`src/rtl/vmap_pkg.sv`:
```
package vmap_pkg;
  localparam int unsigned ADDR_W        = 24;
  localparam int unsigned DATA_W        = 32;
  localparam int unsigned MEM_AW        = 20;
  localparam int unsigned IO_AW         = 12;
  localparam int unsigned VID_BYTES     = 98304;
  localparam logic [ADDR_W-1:0] VID_RST_BASE  = 24'h0E7F00;
  localparam logic [ADDR_W-1:0] BASE_REG_ADDR = 24'hFFFFE0;

  typedef enum logic [1:0] {
    RG_NONE = 2'd0,
    RG_IO   = 2'd1,
    RG_VID  = 2'd2,
    RG_MEM  = 2'd3
  } region_e;
endpackage

```
`src/rtl/vmap_base_reg.sv`:
```
module vmap_base_reg #(
  parameter int unsigned ADDR_W = vmap_pkg::ADDR_W,
  parameter logic [ADDR_W-1:0] RST_VAL = vmap_pkg::VID_RST_BASE
) (
  input  logic              clk_i,
  input  logic              rst_ni,
  input  logic              wr_en_i,
  input  logic [ADDR_W-1:0] wdata_i,
  output logic [ADDR_W-1:0] base_o
);
  always_ff @(posedge clk_i or negedge rst_ni) begin
    if (!rst_ni)      base_o <= RST_VAL;
    else if (wr_en_i) base_o <= wdata_i;
  end
endmodule

```
`src/rtl/vmap_region_dec.sv`:
```
module vmap_region_dec
  import vmap_pkg::*;
#(
  parameter int unsigned ADDR_W    = vmap_pkg::ADDR_W,
  parameter int unsigned IO_AW     = vmap_pkg::IO_AW,
  parameter int unsigned VID_BYTES = vmap_pkg::VID_BYTES,
  localparam int unsigned VOFF_W   = $clog2(VID_BYTES)
) (
  input  logic              req_i,
  input  logic [ADDR_W-1:0] addr_i,
  input  logic [ADDR_W-1:0] base_i,
  output region_e           region_o,
  output logic [VOFF_W-1:0] vid_off_o
);
  localparam logic [ADDR_W:0] VID_LIM = (ADDR_W+1)'(VID_BYTES);

  logic [ADDR_W:0] diff;
  logic            in_io, in_vid;

  // extra bit catches addr < base as a borrow
  assign diff   = {1'b0, addr_i} - {1'b0, base_i};
  assign in_io  = &addr_i[ADDR_W-1:IO_AW];
  assign in_vid = !diff[ADDR_W] && (diff < VID_LIM);

  always_comb begin
    if (!req_i)      region_o = RG_NONE;
    else if (in_io)  region_o = RG_IO;
    else if (in_vid) region_o = RG_VID;
    else             region_o = RG_MEM;
  end

  assign vid_off_o = diff[VOFF_W-1:0];
endmodule

```
`src/rtl/vmap_alias.sv`:
```
module vmap_alias #(
  parameter int unsigned ADDR_W = vmap_pkg::ADDR_W,
  parameter int unsigned MEM_AW = vmap_pkg::MEM_AW
) (
  input  logic [ADDR_W-1:0] addr_i,
  output logic [ADDR_W-1:0] mem_addr_o
);
  generate
    if (MEM_AW < ADDR_W) begin : g_fold
      logic unused_hi;
      assign unused_hi  = ^addr_i[ADDR_W-1:MEM_AW];
      assign mem_addr_o = {{(ADDR_W-MEM_AW){1'b0}}, addr_i[MEM_AW-1:0]};
    end else begin : g_pass
      assign mem_addr_o = addr_i;
    end
  endgenerate
endmodule

```
`src/rtl/vmap_decoder.sv`:
```
module vmap_decoder
  import vmap_pkg::*;
#(
  parameter int unsigned ADDR_W    = vmap_pkg::ADDR_W,
  parameter int unsigned DATA_W    = vmap_pkg::DATA_W,
  parameter int unsigned MEM_AW    = vmap_pkg::MEM_AW,
  parameter int unsigned IO_AW     = vmap_pkg::IO_AW,
  parameter int unsigned VID_BYTES = vmap_pkg::VID_BYTES,
  parameter logic [ADDR_W-1:0] VID_RST_BASE  = vmap_pkg::VID_RST_BASE,
  parameter logic [ADDR_W-1:0] BASE_REG_ADDR = vmap_pkg::BASE_REG_ADDR,
  localparam int unsigned VOFF_W = $clog2(VID_BYTES)
) (
  input  logic              clk_i,
  input  logic              rst_ni,
  input  logic              req_i,
  input  logic              we_i,
  input  logic [ADDR_W-1:0] addr_i,
  input  logic [DATA_W-1:0] wdata_i,
  output logic              io_sel_o,
  output logic              vid_sel_o,
  output logic [VOFF_W-1:0] vid_off_o,
  output logic              mem_sel_o,
  output logic [ADDR_W-1:0] mem_addr_o,
  output logic              base_hit_o,
  output logic [DATA_W-1:0] base_rdata_o
);
  logic [ADDR_W-1:0] vid_base;
  region_e           region;
  logic              base_wr;
  logic              unused_wdata_hi;

  assign unused_wdata_hi = ^wdata_i[DATA_W-1:ADDR_W];

  assign base_hit_o   = req_i && (addr_i == BASE_REG_ADDR);
  assign base_wr      = base_hit_o && we_i;
  assign base_rdata_o = base_hit_o ? {{(DATA_W-ADDR_W){1'b0}}, vid_base} : '0;

  vmap_base_reg #(
    .ADDR_W (ADDR_W),
    .RST_VAL(VID_RST_BASE)
  ) u_base (
    .clk_i  (clk_i),
    .rst_ni (rst_ni),
    .wr_en_i(base_wr),
    .wdata_i(wdata_i[ADDR_W-1:0]),
    .base_o (vid_base)
  );

  vmap_region_dec #(
    .ADDR_W   (ADDR_W),
    .IO_AW    (IO_AW),
    .VID_BYTES(VID_BYTES)
  ) u_dec (
    .req_i    (req_i),
    .addr_i   (addr_i),
    .base_i   (vid_base),
    .region_o (region),
    .vid_off_o(vid_off_o)
  );

  vmap_alias #(
    .ADDR_W(ADDR_W),
    .MEM_AW(MEM_AW)
  ) u_alias (
    .addr_i    (addr_i),
    .mem_addr_o(mem_addr_o)
  );

  assign io_sel_o  = (region == RG_IO);
  assign vid_sel_o = (region == RG_VID);
  assign mem_sel_o = (region == RG_MEM);
endmodule

```
`config.mk`:
```
export PLATFORM = sky130hd
export DESIGN_NAME = vmap_decoder
export DESIGN_NICKNAME = d
export VERILOG_FILES = /design/src/rtl/vmap_pkg.sv /design/src/rtl/vmap_base_reg.sv /design/src/rtl/vmap_region_dec.sv /design/src/rtl/vmap_alias.sv /design/src/rtl/vmap_decoder.sv
export SDC_FILE = /design/constraint.sdc
export NUM_CORES = 1
export LEC_CHECK = 0
export ABC_CLOCK_PERIOD_IN_PS = 9700
export BUFFER_PORTS_ARGS = -buffer_cell sky130_fd_sc_hd__buf_2
export CORE_UTILIZATION = 52
export DETAILED_ROUTE_END_ITERATION = 10
export PLACE_DENSITY = 0.84
export SLEW_MARGIN = 20
export SYNTH_ARGS = -nofsm -noshare
export SYNTH_HDL_FRONTEND = slang
export SYNTH_SLANG_ARGS = --single-unit
```
`constraint.sdc`:
```
create_clock -name clk_i -period 9.7 [get_ports clk_i]
set_input_delay 1.94 -clock clk_i [delete_from_list [all_inputs] [get_ports clk_i]]
set_output_delay 1.94 -clock clk_i [all_outputs]
set_load 0.005 [all_outputs]
```
==> impl_metrics.py, run 1 <==
metrics = {
    "timing": {
        "grt_setup_unrepaired": "false",
        "max_clock_freq_mhz": 157.9,
        "setup_violations": 0,
        "min_period_ns": 6.331,
        "period_share_pct": 65.27,
        "maxSlewViolCount": 0,
        "worst_pin_slew_ns": 1.014,
        "fin_skew_ns": 0,
        "setup_tns_ns": 0,
        "maxSlewHeadroom_pct": 32.20,
        "finalHoldViolations": 0,
    },
    "global_routing": {
        "antenna_found_initial": 0,
        "grt_pass1_wl_um": 12180,
        "track_usage_pct": 24.80,
        "grt_max_degree": 26,
        "grt_pass1_vias": 2602,
        "grt_overflow": 0,
    },
    "floorplanning": {
        "die_x_um": 76.93,
        "pin_count": 137,
        "initial_core_util_pct": 55.39,
        "core_um2": 5270,
        "die_height_um": 76.93,
        "dieArea_um2": 5917,
        "num_rows": 26,
    },
    "clock_tree": {
        "postCtsResizedCells": 0,
        "cts_max_level": 1,
        "cts_buffer_depth": 2,
        "insertion_delay_ns": 0.27,
        "numCtsBuffers": 3,
        "clk_pin_slew_worst_paths_ns": 0.08,
        "cts_setup_buffers": 0,
        "root_buffer": "clkbuf_8",
        "cts_num_sinks": 24,
        "cts_hold_buf": 0,
        "tritoncts": "done",
    },
    "placement": {
        "place_congestion": 0.8799,
        "place_hpwl_um": 6109,
        "io_buffers": 116,
        "place_area_um2": 3316,
    },
    "layout": {
        "final_area_um2": 3361,
        "antenna_cells": 0,
        "nets": 531,
        "reg_top3": "u_base.base_o (24)",
        "area.sequential_um2": 613.1,
        "multi_input_area_um2": 1903,
        "fill_cells": 487,
        "drive_above_1_share_pct": 38.20,
        "largest_register_ffs": 24,
        "largest-register": "u_base.base_o",
        "area_growth_pct": 15.13,
    },
    "synthesis": {
        "yosysUniqueCellTypes": 50,
        "synthMostInstantiatedCell": "inv_1",
        "ys.warnings.count": 0,
        "ys_seq_area_share_pct": 21.00,
        "synthArstFlopShare_pct": 100.0,
        "syn_area_um2": 2919,
        "synthTopCellsByCount": "inv_1 (35), buf_4 (32), a21oi_1 (27), nand2_1 (26), mux2_2 (25)",
        "synth_area_leaders": "dfrtp_1 (12%), ha_1 (10%), mux2_2 (9.6%), dfstp_2 (9.0%), buf_4 (8.2%)",
        "synth_edf_count": 0,
        "netlist.top_cell.by_area": "dfrtp_1",
        "syn-mean-instance-area_um2": 8.108,
        "synth_top_area_share_pct": 12.00,
        "ys_seq_elements": 24,
        "synth_cells": 360,
        "ys.flop_type": "dfrtp_1",
    },
    "detailed_routing": {
        "viasPerCell": 5.612,
        "drt_pre_antenna_iters": 5,
        "route.vias.total": 2890,
        "ant_nets": 0,
        "routed_wl_um": 7535,
        "drc_errors": 0,
        "wl_per_cell_um": 14.63,
        "drt_iter0_markers": 276,
    },
    "worst_hold_path": {
        "hold_depth": 1,
        "min_path_type": "register to register",
    },
    "critical_path": {
        "crit_top_cell": "buf_2",
        "critPathSlowestCell": "fa_1",
        "startpoint_type": "input pin",
        "crit_path_end_kind": "output pin",
        "path_max_fanout": 4,
        "path_cells": "buf_2 -> inv_1 -> ha_1 -> fa_1 -> nand2b_1 -> a21oi_2 -> a2bb2oi_2 -> a211o_1 -> xor2_1 -> a221oi_2 -> nand4_1 -> nor2b_1 -> buf_2",
        "reg2regPathDepth": 1,
        "worstPathRequired_ns": 7.76,
        "cp_data_arrival_time_ns": 4.39,
        "path_class": "input pin to output pin",
        "slowest_delay_ns": 0.42,
    },
    "job": {
        "max_cap_viol_count": 0,
    },
    "pwr": {
        "p_sw_share_pct": 32.46,
        "power_density_nw_per_um2": 74.83,
        "leakage_nw": 1.620,
        "seq_power_share_pct": 39.8,
        "power.switching_mw": 0.08164,
        "pwr-share-comb_pct": 36.3,
        "p_int_mw": 0.1698,
        "vdd_drop_max_v": 0.00009845,
        "clockPowerShare_pct": 23.9,
    },
    "run_status": {
        "status": "finished, final reports clean",
    },
}
[layout make-up]
cell class,instances,share of cell area (%)
Tap cell,70,2.606
Sequential cell,24,18.24
Multi-Input combinational cell,266,56.63
Inverter,35,3.909
Timing Repair Buffer,116,17.27
Clock buffer,4,1.340
[per-layer routing]
layer	share of wire, %	vias up	global-route usage, %
met5	0	-	0
met1	46	1370	34.75
li1	-	1403	-
met2	48	108	41.07
met3	4.4	9	1.786
met4	1.0	0	6.154
[critical path, delay by kind of cell]
family	cells	cell delay, ns
and+or+nand+nor	3	0.48
xor gates and xnor gates	1	0.11
adders and majority gates	2	0.63
AOI/OAI and AO/OA	4	0.97
buffers and inverters	3	0.26
[cells by family (layout without fill, tap and decap cells)]
group / after synthesis / after routing / synth area share, %
compound gates: 80 / 80 / 18.69
xor+xnor: 17 / 17 / 5.101
fa+ha+maj: 25 / 25 / 10.97
buf+inv: 81 / 155 / 15.22
flops: 24 / 24 / 21.00
mux: 25 / 25 / 9.644
other cells: 1 / 12 / 0.1285
simple gates: 107 / 107 / 19.25
[worst paths after layout]
kind                                               startpoint                            end  slack (ns)
max in group asynchronous                              rst_ni  u_base.base_o[18]$_DFFE_PN1P_        7.70
worst min register to register  u_base.base_o[22]$_DFFE_PN0P_  u_base.base_o[22]$_DFFE_PN0P_        0.51
worst min-delay path            u_base.base_o[22]$_DFFE_PN0P_  u_base.base_o[22]$_DFFE_PN0P_        0.51
min in group asynchronous                              rst_ni  u_base.base_o[23]$_DFFE_PN0P_        1.63
worst max register to register   u_base.base_o[1]$_DFFE_PN0P_   u_base.base_o[1]$_DFFE_PN0P_        8.89
worst max-delay path                                addr_i[0]                      mem_sel_o        3.37
[cells in the final DEF, fill, tap and decap left out, types with 10 or more instances in the layout]
cell / n
nand2_1: 26
mux2_2: 25
ha_1: 24
dfstp_2: 10
xnor2_1: 11
inv_1: 35
a21oi_1: 27
o21ai_0: 15
buf_2: 116
nor4_1: 23
dfrtp_1: 14
conb_1: 12
nor2_1: 18
nand4_1: 10
[power groups by stage]
stage	registers (mW)	logic [mW]	clock network [mW]
2_1_floorplan	0.102	0.0636	0
3_3_place_gp	0.102	0.0879	0
3_5_place_dp	0.102	0.0901	0
4_1_cts	0.100	0.0904	0.0611
5_1_grt	0.100	0.101	0.0643
6_report	0.100	0.0912	0.0601
[through the flow]
stage | total power [mW] | std cells | hold WS, ns | utilization, % | setup slack (ns)
final | 0.2515 | 515 | 0.5086 | 63.77 | 3.369
after global routing | 0.2655 | 515 | 0.5224 | 63.77 | 3.193
after CTS | 0.2517 | 515 | 0.5128 | 63.77 | 3.391
after detailed placement | 0.1921 | 511 | 0.4948 | 62.92 | 3.405
after global placement | 0.1899 | 511 | 0.4883 | 62.92 | 3.428
after floorplan | 0.1656 | 371 | 0.4794 | - | 3.854
No activity file was read; power rests on OpenSTA's default activity.
==> run 2, diff against run 1 <==
--- a/config.mk
+++ b/config.mk
@@ -5,11 +5,11 @@
 export SDC_FILE = /design/constraint.sdc
 export NUM_CORES = 1
 export LEC_CHECK = 0
-export ABC_CLOCK_PERIOD_IN_PS = 9700
+export ABC_CLOCK_PERIOD_IN_PS = 5600
 export BUFFER_PORTS_ARGS = -buffer_cell sky130_fd_sc_hd__buf_2
-export CORE_UTILIZATION = 52
+export CORE_UTILIZATION = 43
 export DETAILED_ROUTE_END_ITERATION = 10
-export PLACE_DENSITY = 0.84
+export PLACE_DENSITY = 0.74
 export SLEW_MARGIN = 20
 export SYNTH_ARGS = -nofsm -noshare
 export SYNTH_HDL_FRONTEND = slang
==> constraint.sdc (replaced) <==
create_clock -name clk_i -period 5.6 [get_ports clk_i]
set_input_delay 1.12 -clock clk_i [delete_from_list [all_inputs] [get_ports clk_i]]
set_output_delay 1.12 -clock clk_i [all_outputs]
set_load 0.005 [all_outputs]
==> impl_metrics.py, run 2 (synthesis gave the netlist of run 1 again) <==
metrics = {
    "run_status": {
        "status": "finished with violations",
        "violations": "design-rule violations",
    },
    "floorplanning": {
        "dieArea_um2": 7122,
        "pin_count": 137,
        "die_height_um": 84.39,
        "core_um2": 6459,
        "num_rows": 29,
        "initial_core_util_pct": 45.20,
        "die_x_um": 84.39,
    },
    "timing": {
        "finalHoldViolations": 0,
        "setup_tns_ns": 0,
        "period_share_pct": 84.18,
        "maxSlewViolCount": 0,
        "max_clock_freq_mhz": 212.1,
        "maxSlewHeadroom_pct": 33.42,
        "worst_pin_slew_ns": 0.9963,
        "min_period_ns": 4.714,
        "setup_violations": 0,
        "fin_skew_ns": 0,
        "grt_setup_unrepaired": "false",
    },
    "clock_tree": {
        "root_buffer": "clkbuf_8",
        "cts_buffer_depth": 2,
        "postCtsResizedCells": 0,
        "cts_max_level": 1,
        "clk_pin_slew_worst_paths_ns": 0.08,
        "cts_setup_buffers": 0,
        "numCtsBuffers": 3,
        "tritoncts": "done",
        "cts_num_sinks": 24,
        "cts_hold_buf": 0,
        "insertion_delay_ns": 0.27,
    },
    "worst_hold_path": {
        "min_path_type": "register to register",
        "hold_depth": 1,
        "min_to": "u_base.base_o[5]$_DFFE_PN0P_",
        "worstHoldStart": "u_base.base_o[5]$_DFFE_PN0P_",
    },
    "pwr": {
        "seq_power_share_pct": 36.1,
        "p_sw_share_pct": 29.48,
        "clockPowerShare_pct": 31.1,
        "p_int_mw": 0.3388,
        "vdd_drop_max_v": 0.0001589,
        "pwr-share-comb_pct": 32.7,
        "power_density_nw_per_um2": 141.2,
        "leakage_nw": 1.637,
        "power.switching_mw": 0.1416,
    },
    "layout": {
        "reg_top3": "u_base.base_o (24)",
        "antenna_cells": 0,
        "largest_register_ffs": 24,
        "layout_commonest_cell": "buf_2",
        "layout_common_cells": "buf_2 (116), inv_1 (35), a21oi_1 (27)",
        "stdcell_count": 523,
        "drive_above_1_share_pct": 38.57,
        "area_growth_pct": 16.59,
        "fill_cells": 632,
        "largest-register": "u_base.base_o",
        "nets": 532,
    },
    "critical_path": {
        "critPathTopFamily": "compound AO/OA/AOI/OAI gates",
        "crit_buf_inv": 3,
        "r2r-end": "u_base.base_o[1]$_DFFE_PN0P_",
        "crit_top_cell": "buf_2",
        "worstPathRequired_ns": 4.48,
        "reg2regPathDepth": 1,
        "slowest_delay_ns": 0.42,
        "r2r_slack_ns": 4.80,
        "path_class": "input pin to output pin",
        "critPathSlowestCell": "fa_1",
        "cp_data_arrival_time_ns": 3.59,
        "cp_num_cells": 13,
        "r2r-start": "u_base.base_o[1]$_DFFE_PN0P_",
        "path_cells": "buf_2 -> inv_1 -> ha_1 -> fa_1 -> nand2b_1 -> a21oi_2 -> a2bb2oi_2 -> a211o_1 -> xor2_1 -> a221oi_2 -> nand4_1 -> nor2b_1 -> buf_2",
        "startpoint_type": "input pin",
        "path_max_fanout": 4,
        "crit_path_end_kind": "output pin",
    },
    "global_routing": {
        "track_usage_pct": 20.80,
        "antenna_found_initial": 0,
        "grt_max_degree": 26,
        "grt_overflow": 0,
        "grt_pass1_vias": 2590,
        "grt_pass1_wl_um": 12200,
    },
    "detailed_routing": {
        "route.vias.total": 2810,
        "drt_pre_antenna_iters": 9,
        "viasPerCell": 5.373,
        "routed_wl_um": 7415,
        "wl_per_cell_um": 14.18,
        "drt_iter0_markers": 198,
        "ant_nets": 0,
        "drc_errors": 4,
    },
    "placement": {
        "io_buffers": 116,
        "place_hpwl_um": 6219,
        "place_congestion": 0.8583,
        "dp.cells": 519,
    },
    "job": {
        "max_cap_viol_count": 0,
    },
}
-- run 2: power by group through the flow --
stage | Sequential [mW] | Combinational [mW] | Clock (mW)
global route | 0.174 | 0.175 | 0.160
floorplan | 0.177 | 0.110 | 0
detailed placement | 0.177 | 0.157 | 0
CTS | 0.174 | 0.157 | 0.154
global placement | 0.177 | 0.155 | 0
finish | 0.174 | 0.157 | 0.150
-- run 2: worst max-delay path by stage --
stage	start	endpoint	slack, ns
final	addr_i[0]	mem_sel_o	0.89
after global routing	addr_i[0]	mem_sel_o	0.72
after CTS	addr_i[0]	mem_sel_o	0.89
after detailed placement	addr_i[0]	mem_sel_o	0.91
after global placement	addr_i[0]	mem_sel_o	0.94
after floorplan	addr_i[0]	mem_sel_o	1.39
-- run 2: layout make-up --
| class | count | area [µm²] | share of cell area, % |
|---|---|---|---|
| clock inverters | 1 | 30.03 | 0.8824 |
| repair buffers | 117 | 588.1 | 17.28 |
| clock buffers | 3 | 41.29 | 1.213 |
| inverters | 35 | 131.4 | 3.860 |
| multi-input cells | 266 | 1903 | 55.92 |
| well taps | 77 | 96.34 | 2.831 |
| flip-flops and latches | 24 | 613.1 | 18.01 |
-- run 2: stage by stage --
| stage | util [%] | worst slack [ns] | area [µm²] | total power [mW] | hold slack (ns) |
|---|---|---|---|---|---|
| after floorplan | - | 1.394 | 2960 | 0.2869 | 0.4794 |
| after global placement | 51.59 | 0.9415 | 3332 | 0.3314 | 0.4892 |
| after detailed placement | 51.59 | 0.9140 | 3332 | 0.3334 | 0.4975 |
| after CTS | 52.69 | 0.8861 | 3403 | 0.4847 | 0.5164 |
| after global routing | 52.69 | 0.7211 | 3403 | 0.5087 | 0.5319 |
| final | 52.69 | 0.8858 | 3403 | 0.4804 | 0.5096 |
-- run 2: per-layer routing --
metal / routed length (µm) / GRT usage (%) / up-vias
met5: 0 / 0 / -
li1: - / - / 1417
met3: 298 / 1.672 / 11
met1: 3470 / 29.25 / 1305
met4: 129 / 7.088 / 0
met2: 3517 / 33.76 / 77
==> run 3, diff against run 2 <==
--- a/config.mk
+++ b/config.mk
@@ -5,7 +5,7 @@
 export SDC_FILE = /design/constraint.sdc
 export NUM_CORES = 1
 export LEC_CHECK = 0
-export ABC_CLOCK_PERIOD_IN_PS = 5600
+export ABC_CLOCK_PERIOD_IN_PS = 4000
 export BUFFER_PORTS_ARGS = -buffer_cell sky130_fd_sc_hd__buf_2
 export CORE_UTILIZATION = 43
 export DETAILED_ROUTE_END_ITERATION = 10
==> constraint.sdc (replaced) <==
create_clock -name clk_i -period 4 [get_ports clk_i]
set_input_delay 0.8 -clock clk_i [delete_from_list [all_inputs] [get_ports clk_i]]
set_output_delay 0.8 -clock clk_i [all_outputs]
set_load 0.005 [all_outputs]
==> impl_metrics.py, run 3 (synthesis gave the netlist of run 1 again) <==
metrics = {
    "critical_path": {
        "crit_path_end_kind": "output pin",
        "critPathTopFamily": "simple AND/OR/NAND/NOR gates",
        "r2r-end": "u_base.base_o[1]$_DFFE_PN0P_",
        "r2r-start": "u_base.base_o[1]$_DFFE_PN0P_",
        "path_max_fanout": 7,
        "crit_buf_inv": 2,
        "slowest_delay_ns": 0.52,
        "path_cells": "buf_2 -> ha_1 -> and3_1 -> nand4_1 -> o211ai_2 -> or4_1 -> a32oi_1 -> nand4_1 -> nor2b_1 -> buf_2",
        "path_class": "input pin to output pin",
        "r2r_slack_ns": 3.18,
        "reg2regPathDepth": 1,
        "startpoint_type": "input pin",
        "critPathSlowestCell": "or4_1",
        "worstPathRequired_ns": 3.20,
        "cp_data_arrival_time_ns": 3.05,
    },
    "detailed_routing": {
        "drc_errors": 6,
        "wl_per_cell_um": 14.45,
        "routed_wl_um": 7629,
        "ant_nets": 0,
        "drt_iter0_markers": 183,
        "drt_pre_antenna_iters": 10,
        "route.vias.total": 2889,
        "viasPerCell": 5.472,
    },
    "placement": {
        "place_congestion": 0.8693,
        "place_hpwl_um": 6270,
        "post-place-ws_ns": 0.01172,
        "io_buffers": 116,
    },
    "timing": {
        "maxSlewViolCount": 0,
        "maxSlewHeadroom_pct": 43.35,
        "finalHoldViolations": 0,
        "grt_setup_unrepaired": "false",
        "setup_violations": 0,
        "fin_skew_ns": 0,
        "setup_tns_ns": 0,
        "max_clock_freq_mhz": 259.8,
        "min_period_ns": 3.849,
        "period_share_pct": 96.23,
        "setup_ws_ns": 0.1510,
        "worst_pin_slew_ns": 0.8477,
    },
    "floorplanning": {
        "initial_core_util_pct": 45.20,
        "core_um2": 6459,
        "num_rows": 29,
        "die_x_um": 84.39,
        "pin_count": 137,
        "die_height_um": 84.39,
        "dieArea_um2": 7122,
    },
    "pwr": {
        "leakage_nw": 1.647,
        "seq_power_share_pct": 38.3,
        "power.switching_mw": 0.2002,
        "p_sw_share_pct": 31.56,
        "power_density_nw_per_um2": 182.9,
        "vdd_drop_max_v": 0.0002669,
        "p_int_mw": 0.4341,
        "clockPowerShare_pct": 25.4,
        "pwr-share-comb_pct": 36.3,
    },
    "clock_tree": {
        "root_buffer": "clkbuf_8",
        "cts_num_sinks": 24,
        "insertion_delay_ns": 0.26,
        "numCtsBuffers": 3,
        "clk_pin_slew_worst_paths_ns": 0.08,
        "tritoncts": "done",
        "cts_buffer_depth": 2,
        "cts_max_level": 1,
    },
    "layout": {
        "largest-register": "u_base.base_o",
        "layout_commonest_cell": "buf_2",
        "drive_above_1_share_pct": 41.69,
        "nets": 537,
        "area_growth_pct": 18.77,
        "reg_top3": "u_base.base_o (24)",
        "fill_cells": 620,
        "largest_register_ffs": 24,
        "layout_common_cells": "buf_2 (116), inv_1 (35), a21oi_1 (26), nand2_1 (26), mux2_2 (25)",
        "antenna_cells": 0,
    },
    "global_routing": {
        "grt_max_degree": 26,
        "antenna_found_initial": 0,
        "grt_overflow": 0,
        "grt_pass1_wl_um": 12280,
        "grt_pass1_vias": 2643,
        "track_usage_pct": 20.97,
    },
    "job": {
        "max_cap_viol_count": 0,
    },
    "run_status": {
        "status": "finished with violations",
        "violations": "design-rule violations",
    },
    "worst_hold_path": {
        "min_path_type": "input pin to asynchronous set/reset pin",
    },
}
run 3: how the worst max path moves through the flow:
stage                           from         to  slack (ns)  cells after the start
after floorplan            addr_i[0]  mem_sel_o        0.43                     11
after global placement     addr_i[0]  mem_sel_o        0.06                     13
after detailed placement   addr_i[0]  mem_sel_o        0.01                     13
after CTS                  addr_i[0]  mem_sel_o       0.004                     13
after global routing      addr_i[12]  mem_sel_o       0.008                     10
final                     addr_i[12]  mem_sel_o        0.15                     10
run 3: stage by stage:
stage / cells / hold slack (ns) / instance area, µm² / total power, mW / utilization, %
floorplan: 371 / 0.4794 / 2960 / 0.4017 / -
global placement: 522 / 0.4875 / 3354 / 0.4658 / 51.94
detailed placement: 522 / 0.4949 / 3354 / 0.4694 / 51.94
CTS: 528 / 0.5074 / 3425 / 0.6338 / 53.02
global route: 528 / 0.5274 / 3467 / 0.6706 / 53.68
finish: 528 / 0.4990 / 3467 / 0.6343 / 53.68
run 3: power groups by stage:
stage | logic, mW | clock network (mW) | registers (mW)
after floorplan | 0.154 | 0 | 0.247
after global placement | 0.218 | 0 | 0.247
after detailed placement | 0.222 | 0 | 0.247
final | 0.230 | 0.161 | 0.243
after global routing | 0.255 | 0.173 | 0.243
after CTS | 0.225 | 0.166 | 0.243
run 3: per-layer routing:
layer,vias up,GRT usage [%],share of wire (%)
li1,1423,-,-
met1,1362,29.19,46
met2,91,34.50,47
met3,13,1.573,4.7
met4,0,7.088,1.6
met5,-,0,0
run 3: cell type report:
class,count,area (µm²),area share (%)
clock buffer,4,55.05,1.588
multi-input combinational,266,1946,56.12
tap,77,96.34,2.779
timing repair buffer,122,625.6,18.04
sequential,24,613.1,17.68
inverter,35,131.4,3.789
run 3: repair_timing:
item | in CTS | in global routing
buffers inserted | 2 | 0
endpoints found under the setup margin | 1 | 2
gates resized for setup | 1 | 12
hold buffers | 0 | 0
hold endpoints to repair | 0 | 0
pin swaps | 3 | 4
